## config.mk

```make
export PLATFORM = sky130hd
export DESIGN_NAME = pata_strobe_gen
export DESIGN_NICKNAME = d
export VERILOG_FILES = /design/src/rtl/pata_strobe_pkg.sv /design/src/rtl/pata_tim_decode.sv /design/src/rtl/pata_phase_ctr.sv /design/src/rtl/pata_rd_capture.sv /design/src/rtl/pata_strobe_gen.sv
export SDC_FILE = /design/constraint.sdc
export NUM_CORES = 1
export LEC_CHECK = 0
export BUFFER_PORTS_ARGS = -buffer_cell sky130_fd_sc_hd__buf_2
export CAP_MARGIN = 20
export CELL_PAD_IN_SITES_DETAIL_PLACEMENT = 1
export CELL_PAD_IN_SITES_GLOBAL_PLACEMENT = 1
export CORE_MARGIN = 2
export CORE_UTILIZATION = 42
export CTS_CLUSTER_DIAMETER = 120
export CTS_CLUSTER_SIZE = 20
export DETAILED_ROUTE_END_ITERATION = 8
export HOLD_SLACK_MARGIN = 0.05
export PLACE_DENSITY_LB_ADDON = 0.08
export SLEW_MARGIN = 20
export SYNTH_ARGS = -nofsm -noshare
export SYNTH_HDL_FRONTEND = slang
export SYNTH_SLANG_ARGS = --single-unit
```

## constraint.sdc

```tcl
create_clock -name clk -period 4.2 [get_ports clk]
set_input_delay 0.84 -clock clk [delete_from_list [all_inputs] [get_ports clk]]
set_output_delay 0.84 -clock clk [all_outputs]
set_load 0.03 [all_outputs]
```

## src/rtl/pata_strobe_pkg.sv

```systemverilog
package pata_strobe_pkg;

  localparam int TIM_W      = 32;

  localparam int SETUP_W    = 3;
  localparam int ACT_W      = 5;
  localparam int REC_W      = 4;

  localparam int D_REC_LSB  = 0;
  localparam int D_ACT_LSB  = 4;
  localparam int C_REC_LSB  = 9;
  localparam int C_ACT_LSB  = 13;
  localparam int UDMA_LSB   = 18;
  localparam int UDMA_W     = 4;
  localparam int D_SET_LSB  = 22;
  localparam int C_SET_LSB  = 25;
  localparam int UDMA_EN    = 28;
  localparam int MWDMA_EN   = 29;
  localparam int MISC_MSB   = 31;
  localparam int MISC_W     = 2;

  typedef enum logic [1:0] {
    PH_IDLE    = 2'd0,
    PH_SETUP   = 2'd1,
    PH_ACTIVE  = 2'd2,
    PH_RECOVER = 2'd3
  } phase_e;

  typedef struct packed {
    logic [SETUP_W-1:0] setup;
    logic [ACT_W-1:0]   act;
    logic [REC_W-1:0]   rec;
  } cyc_len_t;

endpackage

```

## src/rtl/pata_tim_decode.sv

```systemverilog
module pata_tim_decode
  import pata_strobe_pkg::*;
(
  input  logic [TIM_W-1:0] word,
  input  logic             cmd_sel,
  output cyc_len_t         len,
  output logic             dma_en
);

  logic unused_bits;
  assign unused_bits = ^{word[UDMA_LSB +: UDMA_W], word[UDMA_EN], word[MISC_MSB -: MISC_W]};

  always_comb begin
    if (cmd_sel) begin
      len.setup = word[C_SET_LSB +: SETUP_W];
      len.act   = word[C_ACT_LSB +: ACT_W];
      len.rec   = word[C_REC_LSB +: REC_W];
    end else begin
      len.setup = word[D_SET_LSB +: SETUP_W];
      len.act   = word[D_ACT_LSB +: ACT_W];
      len.rec   = word[D_REC_LSB +: REC_W];
    end
  end

  assign dma_en = word[MWDMA_EN];

endmodule

```

## src/rtl/pata_phase_ctr.sv

```systemverilog
module pata_phase_ctr #(
  parameter int CNT_W = 5
) (
  input  logic             clk,
  input  logic             rst_n,
  input  logic             clear,
  input  logic             load,
  input  logic [CNT_W-1:0] load_val,
  output logic             expired
);

  logic [CNT_W-1:0] cnt_q;

  always_ff @(posedge clk or negedge rst_n) begin
    if (!rst_n) begin
      cnt_q <= '0;
    end else if (clear) begin
      cnt_q <= '0;
    end else if (load) begin
      cnt_q <= load_val;
    end else if (cnt_q != '0) begin
      cnt_q <= cnt_q - 1'b1;
    end
  end

  assign expired = (cnt_q == '0);

endmodule

```

## src/rtl/pata_rd_capture.sv

```systemverilog
module pata_rd_capture #(
  parameter int DATA_W = 16
) (
  input  logic              clk,
  input  logic              rst_n,
  input  logic              capture,
  input  logic [DATA_W-1:0] dd_in,
  output logic [DATA_W-1:0] rd_data
);

  always_ff @(posedge clk or negedge rst_n) begin
    if (!rst_n) begin
      rd_data <= '0;
    end else if (capture) begin
      rd_data <= dd_in;
    end
  end

endmodule

```

## src/rtl/pata_strobe_gen.sv

```systemverilog
module pata_strobe_gen
  import pata_strobe_pkg::*;
#(
  parameter int          DATA_W     = 16,
  parameter int          CODE_W     = 8,
  parameter logic [7:0]  ABORT_CODE = 8'h37
) (
  input  logic              clk,
  input  logic              rst_n,
  input  logic              ctl_wr,
  input  logic [CODE_W-1:0] ctl_code,
  input  logic [TIM_W-1:0]  tim_word,
  input  logic              req_valid,
  output logic              req_ready,
  input  logic              req_write,
  input  logic              req_cmd,
  input  logic              req_dma,
  input  logic [DATA_W-1:0] req_wdata,
  input  logic [DATA_W-1:0] dd_in,
  output logic [DATA_W-1:0] dd_out,
  output logic              dd_oe,
  output logic              dior_n,
  output logic              diow_n,
  output logic [DATA_W-1:0] rd_data,
  output logic              done
);

  localparam int CNT_W = ACT_W;

  phase_e             ph_q, ph_d;
  logic [TIM_W-1:0]   tim_q;
  logic               wr_q, cmd_q;
  logic [DATA_W-1:0]  wdata_q;
  logic               done_q, done_d;

  logic [TIM_W-1:0]   sel_word;
  cyc_len_t           len_new, len_cur;
  logic               dma_en_new, unused_dma_cur;

  logic               abort, ready_slot, dma_block, accept, from_idle;
  logic               ctr_load, ctr_zero, cap;
  logic [CNT_W-1:0]   ctr_val;

  assign abort    = ctl_wr && (ctl_code == CODE_W'(ABORT_CODE));
  assign sel_word = (ph_q == PH_IDLE) ? tim_word : tim_q;

  pata_tim_decode u_dec_new (
    .word    (sel_word),
    .cmd_sel (req_cmd),
    .len     (len_new),
    .dma_en  (dma_en_new)
  );

  pata_tim_decode u_dec_cur (
    .word    (tim_q),
    .cmd_sel (cmd_q),
    .len     (len_cur),
    .dma_en  (unused_dma_cur)
  );

  assign ready_slot = (ph_q == PH_IDLE) || ((ph_q == PH_RECOVER) && ctr_zero);
  assign dma_block  = req_dma && !req_cmd && !dma_en_new;
  assign req_ready  = ready_slot && !abort && !dma_block;
  assign accept     = req_valid && req_ready;
  assign from_idle  = accept && (ph_q == PH_IDLE);

  always_comb begin
    ph_d     = ph_q;
    ctr_load = 1'b0;
    ctr_val  = '0;
    cap      = 1'b0;
    done_d   = 1'b0;
    unique case (ph_q)
      PH_IDLE: begin
        if (accept) begin
          ctr_load = 1'b1;
          if (len_new.setup != '0) begin
            ph_d    = PH_SETUP;
            ctr_val = CNT_W'(len_new.setup - 1'b1);
          end else begin
            ph_d    = PH_ACTIVE;
            ctr_val = CNT_W'(len_new.act);
          end
        end
      end
      PH_SETUP: begin
        if (ctr_zero) begin
          ph_d     = PH_ACTIVE;
          ctr_load = 1'b1;
          ctr_val  = CNT_W'(len_cur.act);
        end
      end
      PH_ACTIVE: begin
        if (ctr_zero) begin
          ph_d     = PH_RECOVER;
          ctr_load = 1'b1;
          ctr_val  = CNT_W'(len_cur.rec);
          cap      = !wr_q;
        end
      end
      PH_RECOVER: begin
        if (ctr_zero) begin
          done_d = 1'b1;
          if (accept) begin
            ph_d     = PH_ACTIVE;
            ctr_load = 1'b1;
            ctr_val  = CNT_W'(len_new.act);
          end else begin
            ph_d = PH_IDLE;
          end
        end
      end
      default: ph_d = PH_IDLE;
    endcase
    if (abort) begin
      ph_d     = PH_IDLE;
      ctr_load = 1'b0;
      cap      = 1'b0;
      done_d   = 1'b0;
    end
  end

  pata_phase_ctr #(.CNT_W(CNT_W)) u_ctr (
    .clk      (clk),
    .rst_n    (rst_n),
    .clear    (abort),
    .load     (ctr_load),
    .load_val (ctr_val),
    .expired  (ctr_zero)
  );

  pata_rd_capture #(.DATA_W(DATA_W)) u_cap (
    .clk     (clk),
    .rst_n   (rst_n),
    .capture (cap),
    .dd_in   (dd_in),
    .rd_data (rd_data)
  );

  always_ff @(posedge clk or negedge rst_n) begin
    if (!rst_n) begin
      ph_q    <= PH_IDLE;
      tim_q   <= '0;
      wr_q    <= 1'b0;
      cmd_q   <= 1'b0;
      wdata_q <= '0;
      done_q  <= 1'b0;
    end else begin
      ph_q   <= ph_d;
      done_q <= done_d;
      if (from_idle) begin
        tim_q <= tim_word;
      end
      if (accept) begin
        wr_q    <= req_write;
        cmd_q   <= req_cmd;
        wdata_q <= req_wdata;
      end
    end
  end

  assign dior_n = !((ph_q == PH_ACTIVE) && !wr_q);
  assign diow_n = !((ph_q == PH_ACTIVE) && wr_q);
  assign dd_oe  = wr_q && (ph_q != PH_IDLE);
  assign dd_out = wdata_q;
  assign done   = done_q;

endmodule

```

==> results.sh, run 1 <==
export IMPL_status="completed"
export IMPL_hold_class="flip-flop to flip-flop"
export IMPL_hp_start="tim_q[3]"
export IMPL_clock_sinks=67
export IMPL_peakVddDrop_mv=0.3244
export IMPL_cts_setup_buffers=0
export IMPL_clock_skew_ns=0.01278
export IMPL_setup_viol=0
export IMPL_initial_core_util_pct=43.39
export IMPL_max_freq_ghz=0.3329
export IMPL_timing_rr_end="u_ctr.cnt_q[1]"
export IMPL_htree_levels=3
export IMPL_drive_gt1_share_pct=43.34
export IMPL_muxShareOfSynthArea_pct=21.30
export IMPL_syn_num_nets=416
export IMPL_avgSynthCellArea_sq_um=10.89
export IMPL_insertion_delay_ns=0.35
export IMPL_die_h_um=96.37
export IMPL_layout_commonest_cell="buf_2"
export IMPL_hold_viol=0
export IMPL_wl_per_cell_um=16.80
export IMPL_drc=0
export IMPL_critical_path_required_ns=3.36
export IMPL_cts_buffer_depth=2
export IMPL_end_kind="primary output"
export IMPL_rr_startpoint="ph_q[0]"
export IMPL_ant_nets=0
export IMPL_vias=2866
export IMPL_cp_arrival_ns=2.16
export IMPL_synth_edf_count=0
export IMPL_synth_area_sq_um=3583
export IMPL_grt_usage_pct=20.98
export IMPL_fin_crit_sh_pct=71.53
export IMPL_power_density_nw_per_um2=816.1
export IMPL_core_area_sq_um=8258
export IMPL_die_area_sq_um=9287
export IMPL_synth_top_family_by_area="multiplexers"
export IMPL_dr_pass1_iters=4
export IMPL_dp_hpwl_mm=6.731
export IMPL_async_reset_ff_share_pct=100.0
export IMPL_p_sw_share_pct=43.18
export IMPL_antennaDiodeCount=0
export IMPL_io_buffer_count=108
export IMPL_die_w_um=96.37
export IMPL_whs_path_depth=2
export IMPL_cts_resized=0
export IMPL_power_frac_clock_pct=15.8
export IMPL_yosysWarningCount=0
export IMPL_path_clk_slew_ns=0.08
export IMPL_io_pins=116
export IMPL_place_ws_ns=1.216
export IMPL_min_to="tim_q[3]"
export IMPL_grt_pass1_vias=3053
export IMPL_nNetsFinal=525
export IMPL_viasPerCell=5.230
export IMPL_grt_pass1_wl_mm=14.81
export IMPL_seq_power_share_pct=32.5
export IMPL_r2r_worst_path_cells=10
export IMPL_cts_root_buf="clkbuf_8"
export IMPL_synth_cells=329
export IMPL_gp_congestion=0.8009
export IMPL_antenna_found_initial=0
export IMPL_rows=33
export IMPL_slew_viol_final=0
export IMPL_final_setup_worst_slack_ns=1.196
export IMPL_p_comb_share_pct=51.7
export IMPL_synth_ff_type="dfrtp_1"
export IMPL_ys_seq_area_share_pct=46.79
export IMPL_tightest_slew_ns=0.8838
export IMPL_finalSetupTns_ns=0
export IMPL_ys_seq_elements=67
export IMPL_ys_types=47
export IMPL_cts_tree="built"
export IMPL_startpoint_type="flip-flop"
export IMPL_p_int_mw=2.046
export IMPL_grt_start_max_net_pins=36
export IMPL_area_delta_synth_final_pct=23.15
export IMPL_drt_initial_drc_count=60
export IMPL_globalRouteOverflowTotal=0
export IMPL_worstPathMaxFanout=5
export IMPL_power_switching_mw=1.555
export IMPL_r2r_slack_ns=1.37
export IMPL_synth_xor_area_share_pct=0.4888
export IMPL_cts_hold_repair_buffers=0
export IMPL_relSlewSlack_pct=41.08
export IMPL_synth_fa_ha_area_share_pct=2.793
export IMPL_p_leak_nw=2.163
export IMPL_synthSimpleGateAreaFrac_pct=19.13
export IMPL_fin_crit_ns=3.004
export IMPL_max_cap_violations=0
export IMPL_cts_buffers_inserted=9
export IMPL_rsz0062_at_grt="false"
export IMPL_synth_compound_area_share_pct=5.656
export IMPL_critical_path_class="flip-flop to primary output"
export IMPL_routed_wl_mm=9.205
export IMPL_final_cell_mix="108 x buf_2, 82 x nand2_1, 67 x dfrtp_1"
==> worst max-delay path by stage <==
| stage | startpoint | depth (start not counted) | slack [ns] | end |
|---|---|---|---|---|
| floorplan | ctl_code[3] | 5 | 1.35 | req_ready |
| global placement | ctl_code[3] | 6 | 1.27 | u_cap.rd_data[2] |
| detailed placement | ctl_code[3] | 6 | 1.22 | u_cap.rd_data[13] |
| CTS | ph_q[1] | 6 | 1.16 | req_ready |
| global route | ph_q[0] | 6 | 1.03 | req_ready |
| finish | ph_q[0] | 6 | 1.20 | req_ready |
==> metal layers <==
layer,part of all wire [%],global-route usage [%],vias to the layer above
li1,-,-,1370
met1,45,27.06,1420
met2,50,35.59,65
met4,1.3,7.042,0
met3,4.4,3.957,11
met5,0,0,-
==> final cells by class <==
type                    instances  area, sq um
clock buffers                   9        123.9
clock inverters                 7        76.32
fillers                       964         3845
inverters                       8        30.03
multi-input cells             237         1778
flip-flops and latches         67         1677
well taps                     105        131.4
repair buffers                115        596.8
==> cells by family after synthesis <==
kind of cell / count (synthesis)
buffers and inverters: 25
multiplexers: 57
flip-flops: 67
AND/OR/NAND/NOR: 139
XOR/XNOR: 2
adder cells (fa/ha/maj): 8
AO/OA/AOI/OAI: 31
==> cells in the mapped netlist, types with 2 or more instances <==
cell type | count | area share, %
a21oi_1 | 6 | 0.84
dfrtp_1 | 67 | 47
ha_1 | 8 | 2.8
nor3b_1 | 2 | 0.42
mux2_2 | 33 | 10
a22oi_1 | 4 | 0.84
mux2i_1 | 5 | 1.4
or3_1 | 3 | 0.52
xnor2_1 | 2 | 0.49
buf_6 | 3 | 0.94
nand2_1 | 82 | 8.6
or2_2 | 5 | 0.87
a211oi_1 | 3 | 0.63
clkbuf_1 | 9 | 0.94
or4_1 | 5 | 1.0
nor4b_1 | 3 | 0.73
o21ai_0 | 8 | 1.1
buf_2 | 4 | 0.56
nor3_2 | 2 | 0.56
inv_1 | 8 | 0.84
nor4_1 | 2 | 0.35
mux2_4 | 10 | 4.2
nand4b_1 | 2 | 0.49
nor2b_1 | 2 | 0.35
nor3_1 | 7 | 0.98
mux4_2 | 8 | 5.0
nand2b_1 | 6 | 1.0
nor2_1 | 11 | 1.2
==> critical path, stage by stage (launching register included) <==
cell,delay [ns]
dfrtp_1,0.42
inv_1,0.10
ha_1,0.34
mux2_2,0.40
nor2_1,0.27
nor3_1,0.09
buf_2,0.19
==> sequential cells by signal, summed over array words and instances (netlist names) <==
| register | cells |
|---|---|
| dd_out | 16 |
| done | 1 |
| u_ctr.cnt_q | 5 |
| tim_q | 25 |
| wr_q | 1 |
| u_cap.rd_data | 16 |
| cmd_q | 1 |
| ph_q | 2 |
==> power groups by stage <==
stage / Sequential (mW) / Clock (mW) / Combinational [mW]
2_1_floorplan: 1.45 / 0 / 1.09
3_3_place_gp: 1.16 / 0 / 1.82
3_5_place_dp: 1.18 / 0 / 1.86
4_1_cts: 1.17 / 0.580 / 1.87
5_1_grt: 1.22 / 0.605 / 2.04
6_report: 1.17 / 0.568 / 1.86
==> metrics by stage <==
| stage | cell area [sq um] | total power [mW] | std cells | utilization [%] | hold slack, ns |
|---|---|---|---|---|---|
| after floorplan | 3583 | 2.538 | 329 | - | 0.4401 |
| after global placement | 4202 | 2.978 | 531 | 50.88 | 0.4529 |
| after detailed placement | 4202 | 3.043 | 531 | 50.88 | 0.4651 |
| after CTS | 4402 | 3.627 | 547 | 53.30 | 0.4829 |
| after global routing | 4413 | 3.864 | 548 | 53.44 | 0.5109 |
| final | 4413 | 3.601 | 548 | 53.44 | 0.4826 |
(Power assumes the default switching activity.)
==> inputs of run 2 (changes only) <==
Settings changed: CORE_UTILIZATION 42 to 35.
Clock period 4.2 ns to 2.6 ns, I/O delays scaled along.
==> results.sh, run 2 (same netlist as run 1, synthesis figures left out) <==
export IMPL_status="completed"
export IMPL_rsz0062_at_grt="false"
export IMPL_p_int_mw=3.522
export IMPL_final_cell_mix="108 x buf_2, 82 x nand2_1, 67 x dfrtp_1"
export IMPL_power_density_nw_per_um2=1314
export IMPL_crit_path_end="u_ctr.cnt_q[2]"
export IMPL_wl_per_cell_um=16.70
export IMPL_nNetsFinal=541
export IMPL_cp_arrival_ns=2.70
export IMPL_die_h_um=105.2
export IMPL_multiInputGateArea_sq_um=1822
export IMPL_fill_cells=1107
export IMPL_setup_viol=0
export IMPL_critical_path_class="flip-flop to flip-flop"
export IMPL_largest_register="tim_q"
export IMPL_viasPerCell=4.912
export IMPL_worstPathMaxFanout=11
export IMPL_dp_hpwl_mm=7.194
export IMPL_p_sw_share_pct=42.04
export IMPL_rows=36
export IMPL_tightest_slew_ns=0.9085
export IMPL_vias=2903
export IMPL_seq_power_share_pct=31.0
export IMPL_layout_commonest_cell="buf_2"
export IMPL_largest_register_ffs=25
export IMPL_end_kind="flip-flop"
export IMPL_grt_pass1_wl_mm=16.58
export IMPL_max_cap_violations=0
export IMPL_dpl_cell_count=575
export IMPL_cts_root_buf="clkbuf_8"
export IMPL_slew_viol_final=0
export IMPL_critical_path_required_ns=2.87
export IMPL_die_w_um=105.2
export IMPL_path_clk_slew_ns=0.08
export IMPL_globalRouteOverflowTotal=0
export IMPL_max_freq_ghz=0.4101
export IMPL_clock_skew_ns=0.01087
export IMPL_grt_start_max_net_pins=27
export IMPL_routed_wl_mm=9.871
export IMPL_cts_buffers_inserted=9
export IMPL_startpoint_type="flip-flop"
export IMPL_hold_class="input pin to async pin"
export IMPL_regArea_sq_um=1677
export IMPL_rr_startpoint="ph_q[0]"
export IMPL_insertion_delay_ns=0.35
export IMPL_p_leak_nw=2.246
export IMPL_cts_tree="built"
export IMPL_drive_gt1_share_pct=45.85
export IMPL_r2r_worst_path_cells=7
export IMPL_initial_core_util_pct=36.33
export IMPL_antenna_found_initial=0
export IMPL_cts_setup_buffers=0
export IMPL_finalSetupTns_ns=0
export IMPL_instances_no_fill=591
export IMPL_io_pins=116
export IMPL_drc=0
export IMPL_p_comb_share_pct=52.9
export IMPL_die_area_sq_um=11060
export IMPL_grt_pass1_vias=3150
export IMPL_cp_startpoint="ph_q[0]"
export IMPL_power_switching_mw=2.555
export IMPL_timing_rr_end="u_ctr.cnt_q[2]"
export IMPL_clock_sinks=67
export IMPL_peakVddDrop_mv=0.4654
export IMPL_htree_levels=3
export IMPL_fin_crit_sh_pct=93.79
export IMPL_io_buffer_count=108
export IMPL_area_delta_synth_final_pct=29.09
export IMPL_hold_viol=0
export IMPL_drt_initial_drc_count=121
export IMPL_grt_usage_pct=18.92
export IMPL_r2r_slack_ns=0.16
export IMPL_dr_pass1_iters=4
export IMPL_cts_buffer_depth=2
export IMPL_core_area_sq_um=9864
export IMPL_power_frac_clock_pct=16.1
export IMPL_fin_crit_ns=2.438
export IMPL_cts_hold_repair_buffers=0
export IMPL_gp_congestion=0.7635
export IMPL_relSlewSlack_pct=39.10
export IMPL_ant_nets=0
export IMPL_antennaDiodeCount=0
run 2: cell count changes in the layout (fill, tap and decap cells not counted), sizes merged:
cell / previous run / this run
bufinv: 1 / 2
inv: 10 / 9
nor3: 9 / 10
clkinvlp: 1 / 2
clkinv: 3 / 1
buf: 115 / 130
run 2: how the worst min path moves through the flow:
| stage | start | endpoint | slack [ns] | depth (start not counted) |
|---|---|---|---|---|
| after floorplan | rst_n | cmd_q | 0.22 | 0 |
| after global placement | tim_q[10] | tim_q[10] | 0.45 | 2 |
| after detailed placement | tim_q[27] | tim_q[27] | 0.46 | 2 |
| after CTS | rst_n | tim_q[29] | 0.16 | 1 |
| after global routing | rst_n | tim_q[29] | 0.18 | 1 |
| final | rst_n | tim_q[29] | 0.15 | 1 |
run 2: worst max-delay path, cell delays in order, from the launching register on:
cell,delay (ns)
dfrtp_1,0.38
inv_1,0.11
ha_4,0.18
mux2_2,0.35
o21ai_1,0.44
nor3_2,0.27
or4_1,0.52
o21ai_0,0.09
run 2: power groups by stage:
stage	registers (mW)	clock network, mW	logic, mW
after floorplan	2.34	0	1.78
after global placement	1.86	0	3.12
after detailed placement	1.90	0	3.18
after CTS	1.89	1.01	3.21
after global routing	1.97	1.06	3.53
final	1.88	0.981	3.21
run 2: repair_timing:
action,CTS,global route
cloned,0,1
resized for setup,1,4
pin swaps,1,2
endpoints found under the setup margin,14,23
run 2: cell type report:
cell class	count	share of cell area, %
Clock buffer	9	2.678
Clock inverter	6	1.920
Inverter	8	0.6492
Multi-Input combinational cell	238	39.38
Sequential cell	67	36.25
Tap cell	133	3.598
Timing Repair Buffer	130	15.53
run 2: stage by stage:
step                      power, mW  cell area (sq um)  hold slack (ns)  setup slack, ns  utilization, %
after floorplan               4.115               3591           0.2244        0.0001832               -
after global placement        4.987               4378           0.4519          0.02940           44.38
after CTS                     6.098               4599           0.1637          0.02323           46.63
final                         6.076               4626           0.1462           0.1615           46.89
after detailed placement      5.075               4378           0.4626         0.002891           44.38
after global routing          6.554               4626           0.1830          0.01164           46.89
run 2: layer usage:
layer | wire (um) | part of all wire [%] | track usage [%]
met3 | 551 | 5.6 | 4.803
met2 | 4770 | 48 | 30.23
met4 | 112 | 1.1 | 5.143
met1 | 4436 | 45 | 25.45
met5 | 0 | 0 | 0
